**src/rtl/pdreg_pkg.sv**
```systemverilog
package pdreg_pkg;

    typedef enum logic [1:0] {
        ST_OFF  = 2'd0,
        ST_IDLE = 2'd1,
        ST_MULT = 2'd2,
        ST_SUM  = 2'd3
    } seq_state_t;

    localparam int NUM_PATHS = 2;
    localparam int PATH_FWD  = 0;
    localparam int PATH_FB   = 1;

endpackage

```
**src/rtl/pd_stage.sv**
```systemverilog
module pd_stage #(
    parameter int IN_W  = 17,
    parameter int GW    = 16,
    parameter int ACC_W = 36
) (
    input  logic                    clk,
    input  logic                    rst_n,
    input  logic                    clr,
    input  logic                    load,
    input  logic signed [IN_W-1:0]  x_in,
    input  logic signed [GW-1:0]    kp,
    input  logic signed [GW-1:0]    kd,
    output logic signed [ACC_W-1:0] term
);

    logic signed [IN_W-1:0]  prev_q;
    logic signed [ACC_W-1:0] x_ext;
    logic signed [ACC_W-1:0] p_ext;
    logic signed [ACC_W-1:0] kp_ext;
    logic signed [ACC_W-1:0] kd_ext;
    logic signed [ACC_W-1:0] delta;
    logic signed [ACC_W-1:0] term_d;

    always_comb begin
        x_ext  = ACC_W'(x_in);
        p_ext  = ACC_W'(prev_q);
        kp_ext = ACC_W'(kp);
        kd_ext = ACC_W'(kd);
        delta  = x_ext - p_ext;
        term_d = (kp_ext * x_ext) + (kd_ext * delta);
    end

    always_ff @(posedge clk or negedge rst_n) begin
        if (!rst_n) begin
            prev_q <= '0;
            term   <= '0;
        end else if (clr) begin
            prev_q <= '0;
            term   <= '0;
        end else if (load) begin
            prev_q <= x_in;
            term   <= term_d;
        end
    end

    // history is emptied by a clear
    a_r9_hist_clear: assert property (@(posedge clk) disable iff (!rst_n)
        clr |=> (prev_q == '0 && term == '0));

    // history only moves on a load
    a_r8_hist_hold: assert property (@(posedge clk) disable iff (!rst_n)
        (!clr && !load) |=> $stable(prev_q));

endmodule

```
**src/rtl/sample_latch.sv**
```systemverilog
module sample_latch #(
    parameter int DW = 16,
    parameter int GW = 16
) (
    input  logic                 clk,
    input  logic                 rst_n,
    input  logic                 clr,
    input  logic                 capture,
    input  logic signed [DW-1:0] ref_in,
    input  logic signed [DW-1:0] meas_in,
    input  logic signed [GW-1:0] kp_f_in,
    input  logic signed [GW-1:0] kd_f_in,
    input  logic signed [GW-1:0] kp_b_in,
    input  logic signed [GW-1:0] kd_b_in,
    output logic signed [DW:0]   ref_q,
    output logic signed [DW:0]   err_q,
    output logic signed [GW-1:0] kp_f_q,
    output logic signed [GW-1:0] kd_f_q,
    output logic signed [GW-1:0] kp_b_q,
    output logic signed [GW-1:0] kd_b_q
);

    logic signed [DW:0] ref_w;
    logic signed [DW:0] meas_w;
    logic signed [DW:0] err_w;

    always_comb begin
        ref_w  = (DW+1)'(ref_in);
        meas_w = (DW+1)'(meas_in);
        err_w  = ref_w - meas_w;
    end

    always_ff @(posedge clk or negedge rst_n) begin
        if (!rst_n) begin
            ref_q  <= '0;
            err_q  <= '0;
            kp_f_q <= '0;
            kd_f_q <= '0;
            kp_b_q <= '0;
            kd_b_q <= '0;
        end else if (clr) begin
            ref_q  <= '0;
            err_q  <= '0;
        end else if (capture) begin
            ref_q  <= ref_w;
            err_q  <= err_w;
            kp_f_q <= kp_f_in;
            kd_f_q <= kd_f_in;
            kp_b_q <= kp_b_in;
            kd_b_q <= kd_b_in;
        end
    end

    // captured gains stay put until the next capture
    a_r10_gain_hold: assert property (@(posedge clk) disable iff (!rst_n)
        !capture |=> ($stable(kp_f_q) && $stable(kd_f_q) &&
                      $stable(kp_b_q) && $stable(kd_b_q)));

endmodule

```
**src/rtl/drive_sat.sv**
```systemverilog
module drive_sat #(
    parameter int DW    = 16,
    parameter int ACC_W = 36,
    parameter int FRAC  = 12
) (
    input  logic                    clk,
    input  logic                    rst_n,
    input  logic                    clr,
    input  logic                    upd_in,
    input  logic signed [ACC_W-1:0] term_a,
    input  logic signed [ACC_W-1:0] term_b,
    output logic signed [DW-1:0]    drive_o,
    output logic                    upd_o
);

    localparam logic signed [ACC_W-1:0] MAXV = ACC_W'((64'sd1 <<< (DW-1)) - 64'sd1);
    localparam logic signed [ACC_W-1:0] MINV = -(ACC_W'(64'sd1 <<< (DW-1)));

    logic signed [ACC_W-1:0] total;
    logic signed [ACC_W-1:0] scaled;
    logic signed [DW-1:0]    clip;

    always_comb begin
        total  = term_a + term_b;
        scaled = total >>> FRAC;
        if (scaled > MAXV)
            clip = MAXV[DW-1:0];
        else if (scaled < MINV)
            clip = MINV[DW-1:0];
        else
            clip = scaled[DW-1:0];
    end

    always_ff @(posedge clk or negedge rst_n) begin
        if (!rst_n) begin
            drive_o <= '0;
            upd_o   <= 1'b0;
        end else if (clr) begin
            drive_o <= '0;
            upd_o   <= 1'b0;
        end else begin
            upd_o <= upd_in;
            if (upd_in)
                drive_o <= clip;
        end
    end

    // clamp at the top
    a_r5_clip_high: assert property (@(posedge clk) disable iff (!rst_n)
        (upd_in && !clr && scaled > MAXV) |=> (drive_o == MAXV[DW-1:0]));

    // clamp at the bottom
    a_r5_clip_low: assert property (@(posedge clk) disable iff (!rst_n)
        (upd_in && !clr && scaled < MINV) |=> (drive_o == MINV[DW-1:0]));

endmodule

```
**src/rtl/pd_current_regulator.sv**
```systemverilog
module pd_current_regulator
    import pdreg_pkg::*;
#(
    parameter int DW   = 16,
    parameter int GW   = 16,
    parameter int FRAC = 12
) (
    input  logic          clk,
    input  logic          rst_n,
    input  logic          enable,
    input  logic          smp_stb,
    input  logic [DW-1:0] ref_smp,
    input  logic [DW-1:0] meas_smp,
    input  logic [GW-1:0] kp_fwd,
    input  logic [GW-1:0] kd_fwd,
    input  logic [GW-1:0] kp_fb,
    input  logic [GW-1:0] kd_fb,
    output logic [DW-1:0] drive,
    output logic          drive_upd
);

    localparam int IN_W  = DW + 1;
    localparam int ACC_W = GW + DW + 4;

    seq_state_t state_q;
    seq_state_t state_d;

    logic clr;
    logic capture;
    logic load;
    logic combine;

    logic signed [IN_W-1:0]  ref_q;
    logic signed [IN_W-1:0]  err_q;
    logic signed [GW-1:0]    kp_f_q;
    logic signed [GW-1:0]    kd_f_q;
    logic signed [GW-1:0]    kp_b_q;
    logic signed [GW-1:0]    kd_b_q;

    logic signed [IN_W-1:0]  path_x  [NUM_PATHS];
    logic signed [GW-1:0]    path_kp [NUM_PATHS];
    logic signed [GW-1:0]    path_kd [NUM_PATHS];
    logic signed [ACC_W-1:0] path_t  [NUM_PATHS];

    logic signed [DW-1:0]    drive_s;

    // state register
    always_ff @(posedge clk or negedge rst_n) begin
        if (!rst_n)
            state_q <= ST_OFF;
        else
            state_q <= state_d;
    end

    // next state
    always_comb begin
        state_d = state_q;
        if (!enable) begin
            state_d = ST_OFF;                       // go_kill
        end else begin
            unique case (state_q)
                ST_OFF:  state_d = ST_IDLE;         // go_arm
                ST_IDLE: if (smp_stb) state_d = ST_MULT;  // go_capture
                ST_MULT: state_d = ST_SUM;          // go_combine
                ST_SUM:  state_d = ST_IDLE;         // go_rearm
                default: state_d = ST_OFF;
            endcase
        end
    end

    // sequencer outputs
    always_comb begin
        clr     = !enable;
        capture = 1'b0;
        load    = 1'b0;
        combine = 1'b0;
        unique case (state_q)
            ST_OFF:  ;
            ST_IDLE: capture = enable && smp_stb;
            ST_MULT: load    = enable;
            ST_SUM:  combine = enable;
            default: ;
        endcase
    end

    sample_latch #(
        .DW (DW),
        .GW (GW)
    ) i_latch (
        .clk     (clk),
        .rst_n   (rst_n),
        .clr     (clr),
        .capture (capture),
        .ref_in  ($signed(ref_smp)),
        .meas_in ($signed(meas_smp)),
        .kp_f_in ($signed(kp_fwd)),
        .kd_f_in ($signed(kd_fwd)),
        .kp_b_in ($signed(kp_fb)),
        .kd_b_in ($signed(kd_fb)),
        .ref_q   (ref_q),
        .err_q   (err_q),
        .kp_f_q  (kp_f_q),
        .kd_f_q  (kd_f_q),
        .kp_b_q  (kp_b_q),
        .kd_b_q  (kd_b_q)
    );

    always_comb begin
        path_x[PATH_FWD]  = ref_q;
        path_kp[PATH_FWD] = kp_f_q;
        path_kd[PATH_FWD] = kd_f_q;
        path_x[PATH_FB]   = err_q;
        path_kp[PATH_FB]  = kp_b_q;
        path_kd[PATH_FB]  = kd_b_q;
    end

    for (genvar gi = 0; gi < NUM_PATHS; gi++) begin : g_path
        pd_stage #(
            .IN_W  (IN_W),
            .GW    (GW),
            .ACC_W (ACC_W)
        ) i_pd (
            .clk   (clk),
            .rst_n (rst_n),
            .clr   (clr),
            .load  (load),
            .x_in  (path_x[gi]),
            .kp    (path_kp[gi]),
            .kd    (path_kd[gi]),
            .term  (path_t[gi])
        );
    end

    drive_sat #(
        .DW    (DW),
        .ACC_W (ACC_W),
        .FRAC  (FRAC)
    ) i_sat (
        .clk     (clk),
        .rst_n   (rst_n),
        .clr     (clr),
        .upd_in  (combine),
        .term_a  (path_t[PATH_FWD]),
        .term_b  (path_t[PATH_FB]),
        .drive_o (drive_s),
        .upd_o   (drive_upd)
    );

    assign drive = drive_s;

    // disabled means zero drive, no pulse
    a_r9_off_zero: assert property (@(posedge clk) disable iff (!rst_n)
        !enable |=> (drive == '0 && !drive_upd));

    // drive holds except at an update
    a_r7_hold: assert property (@(posedge clk) disable iff (!rst_n)
        (enable && state_q != ST_SUM) |=> $stable(drive));

    // processing cannot be restarted by a strobe
    a_r8_busy: assert property (@(posedge clk) disable iff (!rst_n)
        (state_q == ST_MULT) |=> (state_q == ST_SUM || state_q == ST_OFF));

    // update pulse lasts one cycle
    a_r6_pulse: assert property (@(posedge clk) disable iff (!rst_n)
        drive_upd |=> !drive_upd);

    // an update is always preceded by a sum step
    a_r6_source: assert property (@(posedge clk) disable iff (!rst_n)
        $rose(drive_upd) |-> $past(state_q == ST_SUM));

endmodule

```
**config.mk**
```make
export PLATFORM = sky130hd
export DESIGN_NAME = pd_current_regulator
export DESIGN_NICKNAME = d
export VERILOG_FILES = /design/src/rtl/pdreg_pkg.sv /design/src/rtl/pd_stage.sv /design/src/rtl/sample_latch.sv /design/src/rtl/drive_sat.sv /design/src/rtl/pd_current_regulator.sv
export SDC_FILE = /design/constraint.sdc
export NUM_CORES = 2
export LEC_CHECK = 0
export BUFFER_PORTS_ARGS = -buffer_cell sky130_fd_sc_hd__buf_2
export CORE_ASPECT_RATIO = 2
export CORE_MARGIN = 2
export CORE_UTILIZATION = 50
export DETAILED_ROUTE_END_ITERATION = 16
export PLACE_DENSITY = 0.77
export SKIP_LAST_GASP = 1
export SLEW_MARGIN = 20
export SYNTH_ARGS = -nofsm -noshare
export SYNTH_HDL_FRONTEND = slang
export SYNTH_HIERARCHICAL = 1
export SYNTH_SLANG_ARGS = --single-unit
```
**constraint.sdc**
```tcl
create_clock -name clk -period 20.3 [get_ports clk]
set_clock_uncertainty 0.1 [all_clocks]
set_input_delay 3.045 -clock clk [delete_from_list [all_inputs] [get_ports clk]]
set_output_delay 3.045 -clock clk [all_outputs]
set_load 0.01 [all_outputs]
```
After elaboration in Yosys (flattened, before gate mapping):

Index checks and enable logic that the tools add are counted.

* eq/ne operators: 7
* $mul: 4
* $lt $le $gt $ge: 2
* reduce and logical (&&, ||, !) cells: 4
* $add $sub $neg: 6
* multiplexer cells: 23

Operator list (count)
* $mux 36: 4
* $mux 17: 8
* $add 36x36->36: 3
* $mul 16x18->34: 2
* $mul 16x17->33: 2
* $mux 16: 4
* $sub 17x17->18: 2
* $gt 24x16->1 const B: 1
* $lt 24x16->1 const B: 1
* $sub 16x16->17: 1
* $ne 2x1->1 const B: 3
* $pmux 2 s3: 1
* $eq 2x2->1 const B: 2
* $mux 1: 4
* $mux 2: 2
* $ne 3x3->1 const B: 1
* $eq 2x1->1 const B: 1
* $logic_not 2->1: 1
* $reduce_and 2->1: 1
* $reduce_or 2->1: 1
* $logic_and 1x1->1: 1

* flip-flop bits (word level): 223
* word-level logic and storage cells: 59
* input port bits: 100
* output and inout bits: 17

Depth between registers and ports, before layout:

* depth after elaboration: 6
* mapped depth: 38
* depth with buffers taken out: 36

Modules after synthesis:

Netlist, hierarchy kept.

By module, submodules not included
* pd_stage (g_path[1].i_pd): area each 24616.1 µm², instances 1, seq. area each 1301.2 µm², cells each 2679
* pd_stage (g_path[0].i_pd): area each 24597.3 µm², instances 1, seq. area each 1301.2 µm², cells each 2633
* sample_latch: area each 4544.4 µm², instances 1, seq. area each 2427.3 µm², cells each 369
* drive_sat: area each 2742.6 µm², instances 1, seq. area each 425.4 µm², cells each 355
* pd_current_regulator: area each 160.2 µm², instances 1, seq. area each 50.0 µm², cells each 16

Least setup slack after synthesis:

Ideal clock, no wire load.

* kind: register to register
* start point: reg i_latch.err_q[0]
* end point: reg g_path[1].i_pd.term[31]
* path buffers: 3
* period minus slack after synthesis: 9075 ps
* required time: 20065 ps
* arrival: 8840 ps
* slack: 11225 ps
* setup time: 135 ps
* cell stages (with the launch flop): 35
* path through: dfrtp_1 -> clkbuf_1 -> inv_1 -> ha_1 -> nor2b_1 -> o21a_1 -> o21ai_0 -> a21o_1 -> a21oi_1 -> a211oi_1 -> or3_1 -> clkbuf_1 -> clkbuf_1 -> and2_1 -> fa_1 -> fa_1 -> inv_1 -> fa_1 -> inv_1 -> fa_1 -> fa_1 -> fa_1 -> fa_1 -> inv_1 -> fa_1 -> inv_1 -> ha_1 -> a21o_1 -> a21o_1 -> a221o_1 -> or3_1 -> a21o_2 -> a31o_2 -> mux2i_1 -> o22ai_1

* word-level cells in the longest chain between the ends: 5
* elaborated cells on any way between the ends: 6
* those cells by class: 2 x add/sub; 2 x mul; 2 x mux

Ends and longest elaborated chain
* from (decl): RTL line sample_latch.sv:16 `output logic signed [DW:0] err_q,`
* from (signal assigned): RTL line sample_latch.sv:46 `err_q <= err_w;`
* $sub 17x17->18: RTL line pd_stage.sv:29 `delta = x_ext - p_ext;`
* $mul 16x18->34: RTL line pd_stage.sv:30 `term_d = (kp_ext * x_ext) + (kd_ext * delta);`
* $add 36x36->36 (*): RTL line pd_stage.sv:30
* $mux 36 (*): RTL line pd_stage.sv:40 `end else if (load) begin`
* $mux 36 (*): RTL line pd_stage.sv:37 `end else if (clr) begin`
* to (signal assigned): RTL line pd_stage.sv:42 `term <= term_d;`
* to (decl): RTL line pd_stage.sv:13 `output logic signed [ACC_W-1:0] term`

Mark *: on every way between the ends. The rest lies on a longest branch, timed or not. The select of a mux whose other input is x is not followed.
A chain may end at the register's enable or synchronous reset.

Worst setup path in the final report:

* start point: reg i_latch.err_q[1]
* end point: reg g_path[1].i_pd.term[34]

Same word-level chain as after synthesis.

==> flow_summary.toml <==
[clock_network]
htreeDepth = 1
cts_tree = "built"
post-cts-setup-buffers = 0
cts.clk_slew.worst_paths_ns = 0.07
cts.repair.resized = 0
clk_latency_ns = 0.68
cts_num_sinks = 220
cts_buffers = 28
holdBufCountCts = 0
cts_buffer_depth = 3
root_buffer = "clkbuf_16"

[grt]
grt_pass1_wl_mm = 278
track_usage = 0.323
grt_pass1_vias = 48600
grt_max_degree = 114
gr-total-overflow = 0
grt_antenna_before_repair = 4

[detailed_routing]
postRouteAntennaNets = 0
routed_wl_mm = 181
dr.pass1.iters = 6
wl_per_cell_um = 24.1
drt_iter0_markers = 2324
drc = 0
drt-vias-per-instance = 5.65
num_vias = 42600

[critical_path]
cp_data_required_time_ns = 20.71
path_class = "flop to flop"
timing.rr.start = "i_latch/err_q[1]"
crit_path_end_kind = "flop"
critical-path-max-stage-delay_ns = 0.80
crit_top_cell = "fa_1"
worstPathMaxFanout = 23
r2r_slack_ns = 9.67
cp-start-kind = "flop"
critPathArrivalTime_ns = 11.04
r2r_end = "g_path[1].i_pd/term[34]"
cp_slowest_cell = "dfrtp_1"
crit_end = "g_path[1].i_pd/term[34]"
reg2regPathDepth = 30
startpoint = "i_latch/err_q[1]"

[layout]
drive_gt1_frac = 0.0658
area_delta_synth_final_pct = 5.51
design_area_mm2 = 0.0598
nets = 7782

[timing]
relSlewSlack = 0.228
max_freq_mhz = 94.1
whs_ns = 0.393
finalCritPeriodShare = 0.524
rsz0062_at_grt = "false"
slew_viol_final = 0
setup_viol = 0
setup_tns_ns = 0
finalHoldViolations = 0
worst_slew_pin_slew_ns = 1.15
fin_crit_ns = 10.63

[run_status]
status = "complete, no violations"

[hold_path]
holdCritPathClass = "flop to flop"

[synth]
synth-seq-cells = 220
synth_edf_count = 0
syn_area_mm2 = 0.0567
synth_top_area_frac = 0.434
synth_top_area_cell = "fa_1"
synthTopCellsByArea = "fa_1 (43%), dfrtp_1 (9.7%), ha_1 (9.6%)"
netlist_instances = 6052
ys_seq_area_frac = 0.0972
synthFlopType = "dfrtp_1"
ys_warn_count = 6
synth_cell_type_count = 97
avgSynthCellArea_um2 = 9.36
synthMostInstantiatedCell = "inv_1"
ys_async_sr_fraction = 1.00
yosys-top-cells-count = "inv_1 (1453), fa_1 (1227), nand2_1 (715), ha_1 (437), and2_1 (390)"
synth_nets = 7816

[floorplan]
die_h_um = 480
start_util = 0.504
pin_count = 117
core_area_mm2 = 0.112
num_rows = 174
die_x_um = 242
die-area_mm2 = 0.116

[place]
dpl.hpwl_mm = 151
gp_congestion = 1.02
port_buffers = 116
placed_area_mm2 = 0.0588

[job]
drv_cap = 0
==> worst max-delay path, delay by kind of cell, from the launching register on <==
family	cells	cell delay, ns
buffers and inverters	4	0.21
AND/OR/NAND/NOR	5	2.06
AO/OA/AOI/OAI	11	2.58
adder cells (fa/ha/maj)	10	4.74
flip-flops	1	0.80
==> layout make-up <==
type                    count  area, um^2
fillers                 10100       52600
flip-flops and latches    220        5510
clock inverters            12         115
inverters                1455        5460
repair buffers            183        1110
clock buffers              37         785
well taps                1496        1870
diodes                      2        5.00
multi-input cells        4130       44900
==> kinds of logic (layout without fill, tap and decap cells) <==
family | after synthesis | after routing | share of synthesized area
muxes | 161 | 161 | 0.0299
adders and majority gates | 1664 | 1664 | 0.530
and+or+nand+nor | 1634 | 1634 | 0.141
DFF | 220 | 220 | 0.0972
xor gates and xnor gates | 169 | 169 | 0.0263
buffers and inverters | 1702 | 1687 | 0.114
AOI/OAI and AO/OA | 502 | 502 | 0.0615
other | 0 | 2 | 0
==> worst min path at each step <==
stage,start,end,slack (ns),depth (start not counted)
global placement,g_path[1].i_pd/term[24],g_path[1].i_pd/term[24],0.37,2
detailed placement,g_path[1].i_pd/term[28],g_path[1].i_pd/term[28],0.38,2
CTS,g_path[1].i_pd/term[28],g_path[1].i_pd/term[28],0.40,2
finish,g_path[1].i_pd/term[28],g_path[1].i_pd/term[28],0.39,2
floorplan,g_path[1].i_pd/term[13],g_path[1].i_pd/term[13],0.35,2
global route,i_latch/kp_b_q[0],i_latch/kp_b_q[0],0.44,1
==> layer usage <==
layer  GRT usage  vias to the layer above  wire (um)
li1            -                    18000          -
met1       0.281                    21800      51300
met2       0.591                     1814      94400
met3      0.0580                      986      10800
met4       0.353                        2      24900
met5           0                        -         11
==> sequential cells by signal, indices dropped and copies added (netlist names) <==
name                cells
i_latch/kd_f_q         16
i_latch/err_q          17
state_q                 2
g_path.i_pd/term       70
i_sat/upd_o             1
i_latch/kp_f_q         16
i_sat/drive_o          16
i_latch/kd_b_q         16
i_latch/kp_b_q         16
g_path.i_pd/prev_q     34
i_latch/ref_q          16
==> through the flow <==
stage	cells	util	setup slack, ns
finish	7535	0.532	9.67
global route	7534	0.532	9.06
CTS	7532	0.532	9.74
detailed placement	7483	0.524	9.82
global placement	7483	0.523	10.02
floorplan	6052	-	11.22
==> layout by cell type (no fill, tap or decap), types with 102 or more instances in the layout <==
cell type	synthesis	routed
nor2_1	213	212
a21oi_1	142	142
inv_1	1453	1453
fa_1	1227	1227
nor2b_1	102	102
nand2_1	715	715
buf_2	27	115
and2_1	390	390
dfrtp_1	220	220
ha_1	437	437
Power is not shown: default switching activity piles up to over one toggle a cycle in this logic, so the estimate is an artifact.
